===== src/rtl/raster_irq_pkg.sv =====
package raster_irq_pkg;
   // Events produced by the sync input stages, one cycle wide each.
   typedef struct packed {
      logic line_end;    // hsync falling edge
      logic frame_start; // vsync rising edge
   } sync_evt_t;

   // Outcome of one counter update.
   typedef struct packed {
      logic raise;  // a new request is to be raised
      logic zeroed; // counter returned to zero this cycle
   } cnt_evt_t;

   function automatic int bits_for(input int n);
      return (n > 1) ? $clog2(n) : 1;
   endfunction
endpackage


===== src/rtl/rig_edge_det.sv =====
module rig_edge_det #(
   parameter int STAGES      = 2,
   parameter bit DETECT_FALL = 1'b1
) (
   input  logic clk,
   input  logic rst_n,
   input  logic din,
   output logic edge_o
);
   localparam int LAST = STAGES;

   logic [LAST:0] chain_q;

   always_ff @(posedge clk or negedge rst_n) begin
      if (!rst_n) chain_q <= '0;
      else        chain_q <= {chain_q[LAST-1:0], din};
   end

   generate
      if (DETECT_FALL) begin : g_fall
         assign edge_o = chain_q[LAST] & ~chain_q[LAST-1];
      end else begin : g_rise
         assign edge_o = ~chain_q[LAST] & chain_q[LAST-1];
      end
   endgenerate

   AST_EDGE_ONE_CYCLE: assert property (@(posedge clk) disable iff (!rst_n)
      edge_o |=> !edge_o);
endmodule


===== src/rtl/rig_resync_track.sv =====
module rig_resync_track #(
   parameter int LINES = 2
) (
   input  logic clk,
   input  logic rst_n,
   input  logic frame_start,
   input  logic line_end,
   output logic resync_o
);
   localparam int SW = raster_irq_pkg::bits_for(LINES);
   localparam logic [SW-1:0] LAST_SEEN = SW'(LINES - 1);

   logic          armed_q;
   logic [SW-1:0] seen_q;

   assign resync_o = armed_q & line_end & ~frame_start & (seen_q == LAST_SEEN);

   always_ff @(posedge clk or negedge rst_n) begin
      if (!rst_n) begin
         armed_q <= 1'b0;
         seen_q  <= '0;
      end else if (frame_start) begin
         armed_q <= 1'b1;
         seen_q  <= '0;
      end else if (armed_q && line_end) begin
         if (seen_q == LAST_SEEN) armed_q <= 1'b0;
         else                     seen_q  <= seen_q + 1'b1;
      end
   end

   AST_RESYNC_ONCE: assert property (@(posedge clk) disable iff (!rst_n)
      resync_o |=> !armed_q);
   AST_RESTART_WAIT: assert property (@(posedge clk) disable iff (!rst_n)
      frame_start |=> (armed_q && seen_q == '0));
endmodule


===== src/rtl/rig_line_counter.sv =====
module rig_line_counter #(
   parameter int CNT_W         = 6,
   parameter int WRAP_AT       = 52,
   parameter int RESYNC_THRESH = 32,
   parameter int ACK_BIT       = 5
) (
   input  logic                      clk,
   input  logic                      rst_n,
   input  logic                      line_end,
   input  logic                      resync,
   input  logic                      sw_clear,
   input  logic                      ack_eff,
   output logic                      raise_o
);
   import raster_irq_pkg::*;

   localparam logic [CNT_W-1:0] LAST_VAL = CNT_W'(WRAP_AT - 1);
   localparam logic [CNT_W-1:0] THR_VAL  = CNT_W'(RESYNC_THRESH);

   logic [CNT_W-1:0] cnt_q, base, cnt_d;
   cnt_evt_t         evt;

   always_comb begin
      base = cnt_q;
      if (ack_eff) base[ACK_BIT] = 1'b0;
      cnt_d      = base;
      evt.raise  = 1'b0;
      evt.zeroed = 1'b0;
      if (sw_clear) begin
         cnt_d      = '0;
         evt.zeroed = 1'b1;
      end else if (resync) begin
         cnt_d      = '0;
         evt.zeroed = 1'b1;
         evt.raise  = (base < THR_VAL);
      end else if (line_end) begin
         if (base == LAST_VAL) begin
            cnt_d      = '0;
            evt.zeroed = 1'b1;
            evt.raise  = 1'b1;
         end else begin
            cnt_d = base + 1'b1;
         end
      end
   end

   assign raise_o = evt.raise;

   always_ff @(posedge clk or negedge rst_n) begin
      if (!rst_n) cnt_q <= '0;
      else        cnt_q <= cnt_d;
   end

   AST_BELOW_WRAP: assert property (@(posedge clk) disable iff (!rst_n)
      cnt_q <= LAST_VAL);
   AST_WRAP_TO_ZERO: assert property (@(posedge clk) disable iff (!rst_n)
      (line_end && !sw_clear && !resync && !ack_eff && cnt_q == LAST_VAL) |=> (cnt_q == '0));
   AST_ACK_DROPS_BIT: assert property (@(posedge clk) disable iff (!rst_n)
      (ack_eff && !sw_clear && !resync && !line_end) |=> (!cnt_q[ACK_BIT] && cnt_q[ACK_BIT-1:0] == $past(cnt_q[ACK_BIT-1:0])));
   AST_RESYNC_ZERO: assert property (@(posedge clk) disable iff (!rst_n)
      resync |=> (cnt_q == '0));
   AST_CLEAR_ZERO: assert property (@(posedge clk) disable iff (!rst_n)
      sw_clear |=> (cnt_q == '0));
   AST_CLEAR_NO_RAISE: assert property (@(posedge clk) disable iff (!rst_n)
      sw_clear |-> !raise_o);
   AST_IDLE_HOLDS: assert property (@(posedge clk) disable iff (!rst_n)
      (!line_end && !resync && !sw_clear && !ack_eff) |=> $stable(cnt_q));
endmodule


===== src/rtl/rig_irq_flag.sv =====
module rig_irq_flag (
   input  logic clk,
   input  logic rst_n,
   input  logic raise,
   input  logic ack,
   output logic pending_o
);
   logic pend_q;

   always_ff @(posedge clk or negedge rst_n) begin
      if (!rst_n) pend_q <= 1'b0;
      else        pend_q <= raise | (pend_q & ~ack);
   end

   assign pending_o = pend_q;

   AST_HOLD_PENDING: assert property (@(posedge clk) disable iff (!rst_n)
      (pend_q && !ack) |=> pend_q);
   AST_ACK_RELEASE: assert property (@(posedge clk) disable iff (!rst_n)
      (pend_q && ack && !raise) |=> !pend_q);
   AST_STRAY_ACK: assert property (@(posedge clk) disable iff (!rst_n)
      (!pend_q && !raise) |=> !pend_q);
   AST_RAISE_SETS: assert property (@(posedge clk) disable iff (!rst_n)
      raise |=> pend_q);
endmodule


===== src/rtl/raster_irq_gen.sv =====
module raster_irq_gen #(
   parameter int CNT_W         = 6,
   parameter int WRAP_AT       = 52,
   parameter int RESYNC_THRESH = 32,
   parameter int ACK_BIT       = 5,
   parameter int RESYNC_LINES  = 2,
   parameter int SYNC_STAGES   = 2
) (
   input  logic clk,
   input  logic rst_n,
   input  logic hsync,
   input  logic vsync,
   input  logic irq_ack,
   input  logic cnt_clear,
   output logic irq_n
);
   import raster_irq_pkg::*;

   generate
      if (WRAP_AT < 2 || WRAP_AT > (1 << CNT_W)) begin : g_bad_wrap
         $error("WRAP_AT must fit the counter width");
      end
      if (ACK_BIT < 1 || ACK_BIT >= CNT_W) begin : g_bad_ack
         $error("ACK_BIT must lie inside the counter");
      end
      if (RESYNC_THRESH > WRAP_AT) begin : g_bad_thr
         $error("RESYNC_THRESH must not exceed WRAP_AT");
      end
      if (RESYNC_LINES < 1 || SYNC_STAGES < 1) begin : g_bad_cnt
         $error("RESYNC_LINES and SYNC_STAGES must be at least 1");
      end
   endgenerate

   sync_evt_t ev;
   logic      resync, raise, pending, ack_eff;

   rig_edge_det #(.STAGES(SYNC_STAGES), .DETECT_FALL(1'b1)) u_hs_edge (
      .clk(clk), .rst_n(rst_n), .din(hsync), .edge_o(ev.line_end));

   rig_edge_det #(.STAGES(SYNC_STAGES), .DETECT_FALL(1'b0)) u_vs_edge (
      .clk(clk), .rst_n(rst_n), .din(vsync), .edge_o(ev.frame_start));

   rig_resync_track #(.LINES(RESYNC_LINES)) u_track (
      .clk(clk), .rst_n(rst_n), .frame_start(ev.frame_start),
      .line_end(ev.line_end), .resync_o(resync));

   assign ack_eff = irq_ack & pending;

   rig_line_counter #(
      .CNT_W(CNT_W), .WRAP_AT(WRAP_AT),
      .RESYNC_THRESH(RESYNC_THRESH), .ACK_BIT(ACK_BIT)
   ) u_cnt (
      .clk(clk), .rst_n(rst_n), .line_end(ev.line_end), .resync(resync),
      .sw_clear(cnt_clear), .ack_eff(ack_eff), .raise_o(raise));

   rig_irq_flag u_flag (
      .clk(clk), .rst_n(rst_n), .raise(raise), .ack(irq_ack), .pending_o(pending));

   assign irq_n = ~pending;

   AST_OUT_ACTIVE_LOW: assert property (@(posedge clk) disable iff (!rst_n)
      $fell(irq_n) |-> $past(raise));
endmodule


===== config.mk =====
export PLATFORM = sky130hd
export DESIGN_NAME = raster_irq_gen
export DESIGN_NICKNAME = d
export VERILOG_FILES = /design/src/rtl/raster_irq_pkg.sv /design/src/rtl/rig_edge_det.sv /design/src/rtl/rig_resync_track.sv /design/src/rtl/rig_line_counter.sv /design/src/rtl/rig_irq_flag.sv /design/src/rtl/raster_irq_gen.sv
export SDC_FILE = /design/constraint.sdc
export NUM_CORES = 1
export LEC_CHECK = 0
export BUFFER_PORTS_ARGS = -buffer_cell sky130_fd_sc_hd__buf_2
export CAP_MARGIN = 30
export CORE_MARGIN = 5
export CORE_UTILIZATION = 48
export DETAILED_ROUTE_END_ITERATION = 12
export PLACE_DENSITY = 0.78
export SETUP_SLACK_MARGIN = 0.5
export SLEW_MARGIN = 20
export SYNTH_ARGS = -nofsm -noshare
export SYNTH_HDL_FRONTEND = slang
export SYNTH_SLANG_ARGS = --single-unit

===== constraint.sdc =====
create_clock -name clk -period 1.39 [get_ports clk]
set_clock_uncertainty 0.05 [all_clocks]
set_input_delay 0.3475 -clock clk [delete_from_list [all_inputs] [get_ports clk]]
set_output_delay 0.3475 -clock clk [all_outputs]
set_load 0.01 [all_outputs]

# Word level (Yosys, flattened, before mapping)
# Cells that the tools add are included.
# Widths: inputs -> output; s select.
[op_classes]
n_lt_le_gt_ge = 1
n_reduce_logical = 5
eq_ne = 1
mux = 15
add_sub_neg = 2
bitwise = 13
[op_table]
columns = ["op", "n"]
rows = [
  ["$mux 6", 4],
  ["$mux 1", 8],
  ["$and 1x1->1", 7],
  ["$add 6x1->6 const B", 1],
  ["$eq 6x6->1 const B", 1],
  ["$lt 6x6->1 const B", 1],
  ["$mux 2", 3],
  ["$not 1->1", 5],
  ["$reduce_bool 2->1", 2],
  ["$reduce_bool 3->1", 1],
  ["$reduce_and 2->1", 1],
  ["$add 1x1->1 const B", 1],
  ["$logic_and 1x1->1", 1],
  ["$or 1x1->1", 1],
]
[totals]
reg_bits = 15
elab_cells = 44
input_bits = 6
output_inout_bits = 1

# Depth between registers and ports, before layout
# Gate-level depths: netlist of the first run.
[depth]
ltp_word = 8
mapped_depth = 5
depth_no_buf = 5

# By module
# Synthesis of the first run repeated with hierarchy kept, for this count alone.
[unflattened]
cells_unflattened = 61
hier_area_um2 = 694.4
[by_module_without_submodules]
columns = ["module", "seq_area_each_um2", "n_inst", "area_per_inst_um2", "cells_each"]
rows = [
  ["rig_line_counter", 150.1, 1, 390.4, 41],
  ["rig_edge_det", 75.1, 2, 88.8, 4],
  ["rig_resync_track", 50.0, 1, 80.1, 7],
  ["rig_irq_flag", 25.0, 1, 36.3, 3],
  ["raster_irq_gen", 0.0, 1, 10.0, 2],
]

# Worst setup path after synthesis of the first run
# OpenSTA, ideal clock, no wires.
[synth_path]
kind = "reg2reg"
startpoint = "reg u_hs_edge.chain_q[1]"
endpoint = "reg u_cnt.cnt_q[4]"
period_less_slack_ps = 1450
path_buffers = 1
slack_ps = -60
setup_time_ps = 73
arrival_time_ps = 1327
path_stages_with_launch = 6
t_required_ps = 1267
cell_sequence = "dfrtp_1 nand2b_4 buf_6 or3_1 a211o_1 a21oi_2"
[synth_via]
elab_chain_cells = 7
word_cells_on_any_way = 8
cone_classes = "mux (2); bitwise (5); reduce/logical (1)"
[synth_rtl]
columns = ["element", "line", "text"]
rows = [
  ["start, declared", "rig_edge_det.sv:12", "logic [LAST:0] chain_q;"],
  ["start signal, assigned", "rig_edge_det.sv:16", "else chain_q <= {chain_q[LAST-1:0], din};"],
  ["$not 1->1 *", "rig_edge_det.sv:21", "assign edge_o = chain_q[LAST] & ~chain_q[LAST-1];"],
  ["$and 1x1->1 *", "rig_edge_det.sv:21", ""],
  ["$and 1x1->1 (3 in a row)", "rig_resync_track.sv:16", "assign resync_o = armed_q & line_end & ~frame_start & (seen_q == LAST_SEEN);"],
  ["$mux 6", "rig_line_counter.sv:32", "end else if (resync) begin"],
  ["$mux 6", "rig_line_counter.sv:29", "if (sw_clear) begin"],
  ["end signal, assigned", "rig_line_counter.sv:51", "else cnt_q <= cnt_d;"],
  ["end, declared", "rig_line_counter.sv:20", "logic [CNT_W-1:0] cnt_q, base, cnt_d;"],
]
# Every way passes the cells marked *; elsewhere a longest branch is shown, timed or not.
# A chain may end at the register's enable or synchronous reset.

# Worst setup path in the final report of the first run
[layout_path]
startpoint = "reg u_cnt.cnt_q[0]"
endpoint = "reg u_cnt.cnt_q[0]"
[layout_via]
elab_chain_cells = 5
word_cells_on_any_way = 6
cone_classes = "add/sub (1); eq/ne (1); mux (4)"
[layout_rtl]
columns = ["element", "line", "text"]
rows = [
  ["$add 6x1->6 or $eq 6x6->1 (tied branches)", "rig_line_counter.sv:42, rig_line_counter.sv:37", ""],
  ["$mux 6 *", "rig_line_counter.sv:37", "if (base == LAST_VAL) begin"],
  ["$mux 6 *", "rig_line_counter.sv:36", "end else if (line_end) begin"],
  ["$mux 6 *", "rig_line_counter.sv:32", ""],
  ["$mux 6 *", "rig_line_counter.sv:29", ""],
]
# Every way passes the cells marked *; elsewhere a longest branch is shown, timed or not. The select of a mux whose other input is x is not followed.

==> reports/metrics.csv, run 1 <==
stage;metric;value;unit
run_status;status;finished, violations left;
run_status;failing checks;negative setup slack;
timing;Slew Limit Fails;0;
routing;Vias;563;
power_and_ir_drop;Psw;223;uW
cells_and_area;P&R area growth vs syn;41.7;%
yosys;Synth Cell Area;646;um^2
critical_path;CP Data Required Time;1.56;ns
critical_path;Worst Setup Start Kind;register;
clock_tree;clk slew on worst S/H paths;0.09;ns
timing;worst slew pin tran;0.327;ns
clock_tree;clk_lat worst skew;0.29;ns
power_and_ir_drop;Worst VDD drop;677;uV
power_and_ir_drop;combinational share of power;15.7;%
yosys;library cells used by synthesis;24;
power_and_ir_drop;switching share of total power;25.9;%
yosys;sequential fraction of the synthesis area;58.1;%
clock_tree;clock sink total;15;
grt;All-Layer GR Usage;16.5;%
run;MaxCap Viol Count;0;
place;Placer Congestion;0.793;
timing;Setup Viol. Count Final;2;
grt;GRT Residual Overflow;0;
timing;period utilisation layout;107;%
floorplanning;Total Die Area;2180;um^2
grt;pin count of the biggest net entering global routing;16;
critical_path;Worst EP arrival;1.66;ns
floorplanning;DIE WIDTH;46.7;um
routing;ANT nets after route;0;
clock_tree;H-tree depth;1;
floorplanning;Vert. Die Dim;46.7;um
cells_and_area;Final nets;92;
routing;final wirelength;1420;um
cells_and_area;diode count;0;
power_and_ir_drop;Internal;638;uW
floorplanning;IO Pins;7;
timing;Fmax;673;MHz
power_and_ir_drop;PD cells;942;nW/um^2
clock_tree;Bufs on Longest Clock Path;2;
routing;vias per cell;5.69;
yosys;syn_area_per_cell;10.8;um^2
place;IO buf count;6;
timing;setup repair after global routing missed its margin;yes;
timing;Tmin final;1.49;ns
clock_tree;CTS buffer count;3;
yosys;Synth warnings;0;
grt;first-pass GRT wire length;2420;um
routing;Wirelength per Cell;14.4;um
clock_tree;CTS tree;built;
floorplanning;Initial Utilization;50.2;%
power_and_ir_drop;leakage;0.000393;uW
yosys;Post-Syn Instances;60;
yosys;syn_nets;67;
timing;final hold vios;0;
power_and_ir_drop;Clk network pwr share;28.8;%
floorplanning;Rows;13;
place;hpwl dp;882;um
power_and_ir_drop;overall power;861;uW
clock_tree;CTS root buf;clkbuf_4;
min_path;worst min-delay path class;input pin to register;
place;pre-CTS setup slack;-0.0573;ns
critical_path;CP Class;register to register;
cells_and_area;fillcell total;90;
routing;drt drc;0;
critical_path;crit-path max FO;3;
timing;Fin Setup TNS;-0.156;ns
timing;Final WS setup;-0.0968;ns
critical_path;Crit. End Element;register;
routing;DRT iter0 DRCs;7;
grt;vias in the first global route;563;
timing;hold slack;0.110;ns
timing;Max-slew headroom;78.2;%
routing;drt pass-1 iters;4;
power_and_ir_drop;Seq pwr share;55.4;%
yosys;Yosys reg bits;15;
floorplanning;area of the core;1280;um^2
cells_and_area;layout cells sized above 1;48.8;%
grt;initial antenna violation count;0;
==> final timing paths <==
check	start	to	slack (ns)	depth (start not counted)
setup / recovery	u_cnt.cnt_q[0]	u_cnt.cnt_q[0]	-0.1	4
max in group asynchronous	rst_n	u_vs_edge.chain_q[2]	0.61	2
setup reg to reg	u_cnt.cnt_q[0]	u_cnt.cnt_q[0]	-0.1	4
hold / removal	vsync	u_vs_edge.chain_q[0]	0.11	1
hold reg to reg	u_vs_edge.chain_q[0]	u_vs_edge.chain_q[1]	0.30	0
min in group asynchronous	rst_n	u_track.armed_q	0.43	2
==> power groups by stage <==
| stage | clock network (uW) | logic [uW] | registers [uW] |
|---|---|---|---|
| after CTS | 261 | 122 | 476 |
| final | 248 | 136 | 478 |
| after global placement | 0 | 94.1 | 484 |
| after floorplan | 0 | 54.8 | 482 |
| after detailed placement | 0 | 96.8 | 485 |
| after global routing | 290 | 150 | 481 |
==> metal layers <==
layer	track usage (%)	part of all wire, %
met1	18.3	40
met2	27.2	50
met3	3.52	6.4
met4	12.7	4.1
met5	0	0
==> layout make-up <==
cell class	instances	area (um^2)	share of cell area (%)
repair buffers	21	160	17.5
clock buffers	3	22.5	2.46
flip-flops and latches	15	375	41.0
clock inverters	1	5.00	0.547
inverters	1	3.75	0.410
well taps	15	18.8	2.05
multi-input cells	43	329	36.0
==> kinds of logic after synthesis <==
logic type / share of synthesized area (%)
simple gates: 21.7
flops: 58.1
compound gates: 13.0
buf+inv: 2.32
xor+xnor: 1.36
mux: 1.55
fa+ha+maj: 1.94
==> layout by cell type, fill, tap and decap left out <==
cell / n
a21oi_1: 3
inv_1: 1
nor2_2: 1
buf_4: 10
nand2b_4: 1
and4_4: 1
nor2_4: 1
o2bb2ai_1: 1
clkbuf_4: 3
nand3_1: 1
o211ai_1: 1
nand4_1: 1
or3_1: 2
a21boi_2: 1
and2b_2: 1
mux2i_1: 1
dfrtp_1: 15
a21o_4: 1
clkinv_2: 1
a21oi_2: 5
xnor2_1: 1
dlygate4sd3_1: 1
nor2_1: 5
buf_2: 6
nor4_2: 1
a211o_1: 1
nand2_1: 9
or4_4: 1
nor2b_4: 1
ha_4: 1
nand3_2: 1
buf_6: 4
==> stage by stage <==
stage	util, %	cells	cell area (um^2)
2_1_floorplan	-	60	671
3_5_place_dp	59.8	88	768
4_1_cts	68.5	99	881
3_3_place_gp	59.8	88	768
5_1_grt	71.2	99	915
6_report	71.2	99	915
==> state kept, by name, indices dropped and copies added (netlist names) <==
signal / flops
u_cnt.cnt_q: 6
u_flag.pending_o: 1
u_hs_edge.chain_q: 3
u_track.armed_q: 1
u_track.seen_q: 1
u_vs_edge.chain_q: 3
==> cells in the mapped netlist <==
cell type  number  area [um^2]
a211o_1         1         8.76
a21boi_1        1         7.51
a21o_1          1         7.51
a21oi_1         7         35.0
a21oi_2         1         8.76
and2b_2         1         8.76
and4_1          1         8.76
buf_6           1         11.3
dfrtp_1        15          375
ha_1            1         12.5
inv_1           1         3.75
mux2i_1         1         10.0
nand2_1         9         33.8
nand2b_4        1         13.8
nand3_1         2         10.0
nand4_1         1         6.26
nor2_1          7         26.3
nor2b_1         1         6.26
nor4_1          1         6.26
o211ai_1        1         7.51
o2bb2ai_1       1         8.76
or3_1           2         12.5
or4_1           1         7.51
xnor2_1         1         8.76
==> worst max-delay path, stage by stage (launching register included) <==
cell     delay, ns
dfrtp_1       0.43
buf_4         0.15
buf_6         0.11
or4_4         0.51
a21oi_2       0.16
==> repair_timing <==
item,CTS,global route
hold buffers,1,0
setup endpoints to repair,10,10
cloned,0,0
endpoints found under the hold margin,15,0
gates resized for setup,7,7
pin swaps,9,7
setup buffers,6,0
Power figures use the tool's default switching activity.
==> run 2: changes to the inputs <==
--- a/config.mk
+++ b/config.mk
@@ -8,5 +8,4 @@
 export BUFFER_PORTS_ARGS = -buffer_cell sky130_fd_sc_hd__buf_2
 export CAP_MARGIN = 30
-export CORE_MARGIN = 5
 export CORE_UTILIZATION = 48
 export DETAILED_ROUTE_END_ITERATION = 12
==> constraint.sdc (replaced) <==
create_clock -name clk -period 1.25 [get_ports clk]
set_clock_uncertainty 0.05 [all_clocks]
set_input_delay 0.3125 -clock clk [delete_from_list [all_inputs] [get_ports clk]]
set_output_delay 0.3125 -clock clk [all_outputs]
set_load 0.02 [all_outputs]
==> reports/metrics.csv, run 2 (synthesis results as in run 1) <==
stage;metric;value;unit;change
cells_and_area;layout cells sized above 1;56.8;%;+8.0 points
grt;initial antenna violation count;0;;unchanged
routing;DRT iter0 DRCs;18;;+11
place;IO buf count;6;;unchanged
timing;Slew Limit Fails;0;;unchanged
floorplanning;Initial Utilization;55.1;%;+4.9 points
timing;Setup Viol. Count Final;6;;+4
clock_tree;Bufs on Longest Clock Path;2;;unchanged
timing;period utilisation layout;123;%;+16 points
min_path;worst min-delay path class;input pin to asynchronous set/reset pin;;
clock_tree;CTS root buf;clkbuf_4;;
place;placed insts;94;;+6.8%
power_and_ir_drop;leakage;0.000422;uW;+7.2%
critical_path;crit-path max FO;3;;unchanged
timing;Fmax;652;MHz;-3.1%
cells_and_area;max reg flops;6;;unchanged
routing;drt pass-1 iters;5;;+1
routing;Wirelength per Cell;15.7;um;+8.9%
place;Placer Congestion;0.864;;+8.9%
cells_and_area;commonest non-fill, non-tap cell in the layout;buf_4;;
grt;GRT Residual Overflow;0;;unchanged
timing;final hold vios;15;;+15
timing;Tmin final;1.53;ns;+0.0475 ns
critical_path;CP Data Required Time;1.41;ns;-0.15 ns
run;MaxCap Viol Count;0;;unchanged
critical_path;delay-heaviest family, CP;compound AO/OA/AOI/OAI gates;;
grt;vias in the first global route;576;;+2.3%
critical_path;Worst Setup Start Kind;register;;
power_and_ir_drop;Worst VDD drop;840;uV;+24%
clock_tree;clock sink total;15;;unchanged
floorplanning;Vert. Die Dim;38.7;um;-17%
timing;hold slack;-0.131;ns;-0.241 ns
run_status;status;finished, violations left;;
place;hpwl dp;964;um;+9.2%
timing;worst slew pin tran;0.333;ns;+0.00543 ns
place;Area after DPL;820;um^2;+6.7%
cells_and_area;diode count;0;;unchanged
timing;setup repair after global routing missed its margin;yes;;
clock_tree;CTS buffer count;3;;unchanged
critical_path;CP cell instances;ha_4 -> nand3_4 -> or3_4 -> a211o_1 -> a21oi_2;;
grt;All-Layer GR Usage;26.1;%;+9.6 points
run_status;failing checks;negative hold slack, negative setup slack;;
routing;drt drc;0;;unchanged
cells_and_area;largest reg by FF count;u_cnt.cnt_q;;
routing;ANT nets after route;0;;unchanged
floorplanning;DIE WIDTH;38.7;um;-17%
cells_and_area;Top Registers;u_cnt.cnt_q: 6 flops, u_hs_edge.chain_q: 3 flops, u_vs_edge.chain_q: 3 flops;;
cells_and_area;commonest cells after routing, fill and taps aside;buf_4 (16), dfrtp_1 (15), nand2_1 (8);;
power_and_ir_drop;PD cells;985;nW/um^2;+4.6%
clock_tree;clk_lat worst skew;0.28;ns;about the same
timing;Max-slew headroom;77.8;%;-0.36 points
clock_tree;clk slew on worst S/H paths;0.08;ns;about the same
timing;Fin Setup TNS;-0.774;ns;-0.617 ns
critical_path;CP Class;register to register;;
cells_and_area;final std cells w/o fill;102;;+3.0%
clock_tree;CTS tree;built;;
critical_path;CP Buf/Inv Count;0;;-2
critical_path;Crit. End Element;register;;
place;pre-CTS setup slack;-0.253;ns;-0.196 ns
grt;pin count of the biggest net entering global routing;16;;unchanged
critical_path;Worst EP arrival;1.70;ns;+0.04 ns
floorplanning;IO Pins;7;;unchanged
timing;Final WS setup;-0.284;ns;-0.187 ns
routing;vias per cell;5.61;;-1.4%
critical_path;Critical-path top delay cell;dfrtp_1;;
floorplanning;Rows;12;;-1
floorplanning;Total Die Area;1500;um^2;-31%
critical_path;Critical Path Max Stage Delay;0.40;ns;-0.11 ns
grt;first-pass GRT wire length;2550;um;+5.2%
cells_and_area;P&R area growth vs syn;51.4;%;
routing;Vias;572;;+1.6%
routing;final wirelength;1600;um;+12%
cells_and_area;design area;977;um^2;+6.8%
floorplanning;area of the core;1170;um^2;-8.9%
clock_tree;H-tree depth;1;;unchanged
cells_and_area;Final nets;96;;+4.3%
-- run 2: changes by cell type in the layout (fill, tap and decap cells not counted), moves of 2 or more --
cell     delta
or3_4       +2
nand3_4     +2
buf_4       +6
or3_1       -2
-- run 2: routing by layer --
metal  wire, um  part of all wire (%)  vias to the layer above  GRT usage (%)
met1        706                    44                      278           35.0
li1           -                     -                      273              -
met3         58                   3.6                        7           3.47
met4         42                   2.6                        0           10.3
met5          0                     0                        -              0
met2        791                    49                       14           42.5
-- run 2: path summary, 6_finish.rpt --
kind                                       from                    to  slack (ns)  depth (start not counted)
min                                       rst_n       u_track.armed_q       -0.13                          1
max                              u_cnt.cnt_q[1]        u_cnt.cnt_q[4]       -0.28                          5
min in group clk                          hsync  u_hs_edge.chain_q[0]        0.09                          1
min reg2reg                u_hs_edge.chain_q[0]  u_hs_edge.chain_q[1]        0.31                          0
max reg2reg                      u_cnt.cnt_q[1]        u_cnt.cnt_q[4]       -0.28                          5
max in group asynchronous                 rst_n  u_hs_edge.chain_q[2]        1.03                          1
-- run 2: worst register-to-register path, cell delays in order, from the launching register on --
cell     delay (ns)
dfrtp_1        0.40
ha_4           0.17
nand3_4        0.07
or3_4          0.35
a211o_1        0.32
a21oi_2        0.11
-- run 2: cell type report --
cell class | instances | area, um^2
fillers | 56 | 194
inverters | 1 | 6.26
well taps | 14 | 17.5
multi-input cells | 43 | 362
flip-flops and latches | 15 | 375
repair buffers | 25 | 190
clock buffers | 4 | 26.3
-- run 2: stage by stage --
| step | power [uW] | hold WS (ns) | utilization, % |
|---|---|---|---|
| floorplan | 600 | -0.0331 | - |
| global placement | 667 | 0.177 | 70.0 |
| detailed placement | 672 | 0.179 | 70.0 |
| CTS | 954 | -0.124 | 79.2 |
| global route | 1010 | -0.109 | 83.4 |
| finish | 963 | -0.131 | 83.4 |
-- run 2: timing repair --
action                                  CTS  global route
hold endpoints to repair                 15            15
buffers inserted                          3             1
resized for setup                        12            10
cloned                                    0             0
endpoints found under the setup margin   10            10
pin swaps                                 6             7
-- run 2: power breakdown --
group          switching [uW]  total [uW]  internal [uW]
sequential               18.1         529            511
combinational            80.5         168           87.6
clock                     142         265            124
==> run 3: changes to the inputs <==
CORE_AREA = 2 2 39 41   (was not set)
CORE_UTILIZATION = not set   (was 48)
CTS_BUF_LIST = sky130_fd_sc_hd__clkbuf_8   (was not set)
DIE_AREA = 0 0 41 43   (was not set)
==> reports/metrics.csv, run 3 (synthesis results as in run 1) <==
stage;metric;value;unit;change
timing;Slew Limit Fails;0;;unchanged
routing;Wirelength per Cell;15.7;um;+0.20%
floorplanning;IO Pins;7;;unchanged
clock_tree;H-tree depth;1;;unchanged
floorplanning;Rows;14;;+2
clock_tree;CTS tree;built;;
grt;pin count of the biggest net entering global routing;16;;unchanged
clock_tree;clk_lat worst skew;0.24;ns;-0.04 ns
power_and_ir_drop;overall power;1090;uW;+14%
timing;Final WS setup;-0.251;ns;+0.0329 ns
routing;drt pass-1 iters;4;;-1
timing;Setup Viol. Count Final;4;;-2
place;hpwl dp;906;um;-5.9%
cells_and_area;fillcell total;88;;+57%
min_path;worst min-delay path class;input pin to asynchronous set/reset pin;;
grt;All-Layer GR Usage;21.6;%;-4.5 points
timing;period utilisation layout;120;%;-2.6 points
clock_tree;clock sink total;15;;unchanged
timing;hold slack;-0.0920;ns;+0.0387 ns
timing;Tmin final;1.50;ns;-0.0329 ns
critical_path;Crit. End Element;register;;
grt;GRT Residual Overflow;0;;unchanged
routing;DRT iter0 DRCs;14;;-4
place;placed insts;96;;+2.1%
grt;initial antenna violation count;0;;unchanged
routing;drt drc;0;;unchanged
cells_and_area;commonest non-fill, non-tap cell in the layout;dfrtp_1;;
grt;first-pass GRT wire length;2510;um;-1.4%
timing;Max-slew headroom;78.1;%;+0.28 points
place;pre-CTS setup slack;-0.224;ns;+0.0291 ns
critical_path;r2r setup slk;-0.25;ns;+0.03 ns
timing;Fin Setup TNS;-0.659;ns;+0.115 ns
cells_and_area;commonest cells after routing, fill and taps aside;dfrtp_1 (15), buf_4 (13), buf_6 (9);;
floorplanning;area of the core;1380;um^2;+18%
clock_tree;CTS buffer count;3;;unchanged
floorplanning;Vert. Die Dim;43;um;+11%
power_and_ir_drop;PD cells;1050;nW/um^2;+6.2%
critical_path;CP Data Required Time;1.38;ns;-0.03 ns
critical_path;crit-path max FO;4;;+1
routing;final wirelength;1660;um;+4.1%
floorplanning;DIE WIDTH;41;um;+6.0%
cells_and_area;Top Registers;u_cnt.cnt_q: 6 flops, u_hs_edge.chain_q: 3 flops, u_vs_edge.chain_q: 3 flops;;
place;Placer Congestion;0.895;;+3.6%
routing;Vias;580;;+1.4%
power_and_ir_drop;leakage;0.000461;uW;+9.2%
run_status;status;finished, violations left;;
timing;setup repair after global routing missed its margin;yes;;
clock_tree;Bufs on Longest Clock Path;2;;unchanged
grt;vias in the first global route;581;;+0.87%
critical_path;Worst Setup Start Kind;register;;
critical_path;Worst EP arrival;1.63;ns;-0.07 ns
run;MaxCap Viol Count;0;;unchanged
cells_and_area;utilization after layout;75.6;%;-7.9 points
floorplanning;Total Die Area;1760;um^2;+18%
cells_and_area;Final nets;98;;+2.1%
cells_and_area;largest reg by FF count;u_cnt.cnt_q;;
clock_tree;CTS root buf;clkbuf_8;;
cells_and_area;diode count;0;;unchanged
critical_path;RR Endpoint;u_cnt.cnt_q[4];;
critical_path;critical path startpoint;u_cnt.cnt_q[0];;
place;IO buf count;6;;unchanged
routing;ANT nets after route;0;;unchanged
timing;worst slew pin tran;0.329;ns;-0.00417 ns
run_status;failing checks;negative hold slack, negative setup slack;;
floorplanning;Initial Utilization;46.7;%;-8.5 points
critical_path;Worst Reg-to-Reg Cells;5;;unchanged
timing;final hold vios;15;;unchanged
cells_and_area;layout cells sized above 1;56.7;%;-0.15 points
cells_and_area;P&R area growth vs syn;62.0;%;
routing;vias per cell;5.47;;-2.4%
critical_path;Crit Reg-Reg Startpoint;u_cnt.cnt_q[0];;
timing;Fmax;666;MHz;+2.2%
power_and_ir_drop;Worst VDD drop;901;uV;+7.3%
critical_path;CP Class;register to register;;
cells_and_area;max reg flops;6;;unchanged
critical_path;crit path to;u_cnt.cnt_q[4];;
cells_and_area;final std cells w/o fill;106;;+3.9%
clock_tree;clk slew on worst S/H paths;0.06;ns;-0.02 ns
run 3: cell types whose count changed in the layout (fill, tap and decap cells not counted), moves of 2 or more:
cell,change
buf_4,-3
buf_6,+5
clkbuf_4,-3
clkbuf_8,+3
nand3_2,+2
nand3_4,-2
nor2_1,-2
nor2_4,+2
or3_1,+2
or3_4,-2
run 3: how the worst min path moves through the flow:
stage	startpoint	to	slack [ns]	depth (start not counted)
finish	rst_n	u_cnt.cnt_q[0]	-0.09	1
global placement	rst_n	u_vs_edge.chain_q[0]	0.18	1
CTS	rst_n	u_cnt.cnt_q[0]	-0.09	1
floorplan	rst_n	u_cnt.cnt_q[0]	-0.03	0
detailed placement	rst_n	u_hs_edge.chain_q[0]	0.18	1
global route	rst_n	u_cnt.cnt_q[0]	-0.07	1
run 3: worst max-delay path: stages (launching register included):
cell and delay, ns:
dfrtp_1 0.40, ha_4 0.18, nand3_2 0.07, or3_1 0.31, a211o_1 0.28, a21oi_2 0.14
run 3: stage by stage:
stage	cell area, um^2	hold WS, ns
2_1_floorplan	671	-0.0331
3_3_place_gp	822	0.177
3_5_place_dp	822	0.177
4_1_cts	937	-0.0875
5_1_grt	1050	-0.0653
6_report	1050	-0.0920
run 3: layer usage:
layer  vias to the layer above  global-route usage, %  wire (um)
met5                         -                      0          0
met4                         0                   12.7         21
met3                         4                   3.14         73
met2                        24                   31.6        879
met1                       280                   29.4        689
li1                        272                      -          -
run 3: layout make-up:
type	instances	area, um^2	share of cell area, %
Sequential cell	15	375	35.9
Multi-Input combinational cell	43	375	35.9
Timing Repair Buffer	27	224	21.4
Clock buffer	3	41.3	3.95
Tap cell	16	20.0	1.91
Inverter	1	6.26	0.598
Clock inverter	1	3.75	0.359
run 3: where the power goes:
part           total [uW]  leakage, uW  switching [uW]  internal, uW
Sequential            530     0.000189            17.8           512
Combinational         188     0.000245            88.6          99.4
Clock                 376    0.0000269             159           217
run 3: what timing repair did:
item                       4_1_cts  5_1_grt
gates resized for setup         11       18
buffers inserted                 4        2
setup endpoints to repair       10       10
pin swaps                        9        9
gates cloned                     0        0
hold endpoints to repair        15       15
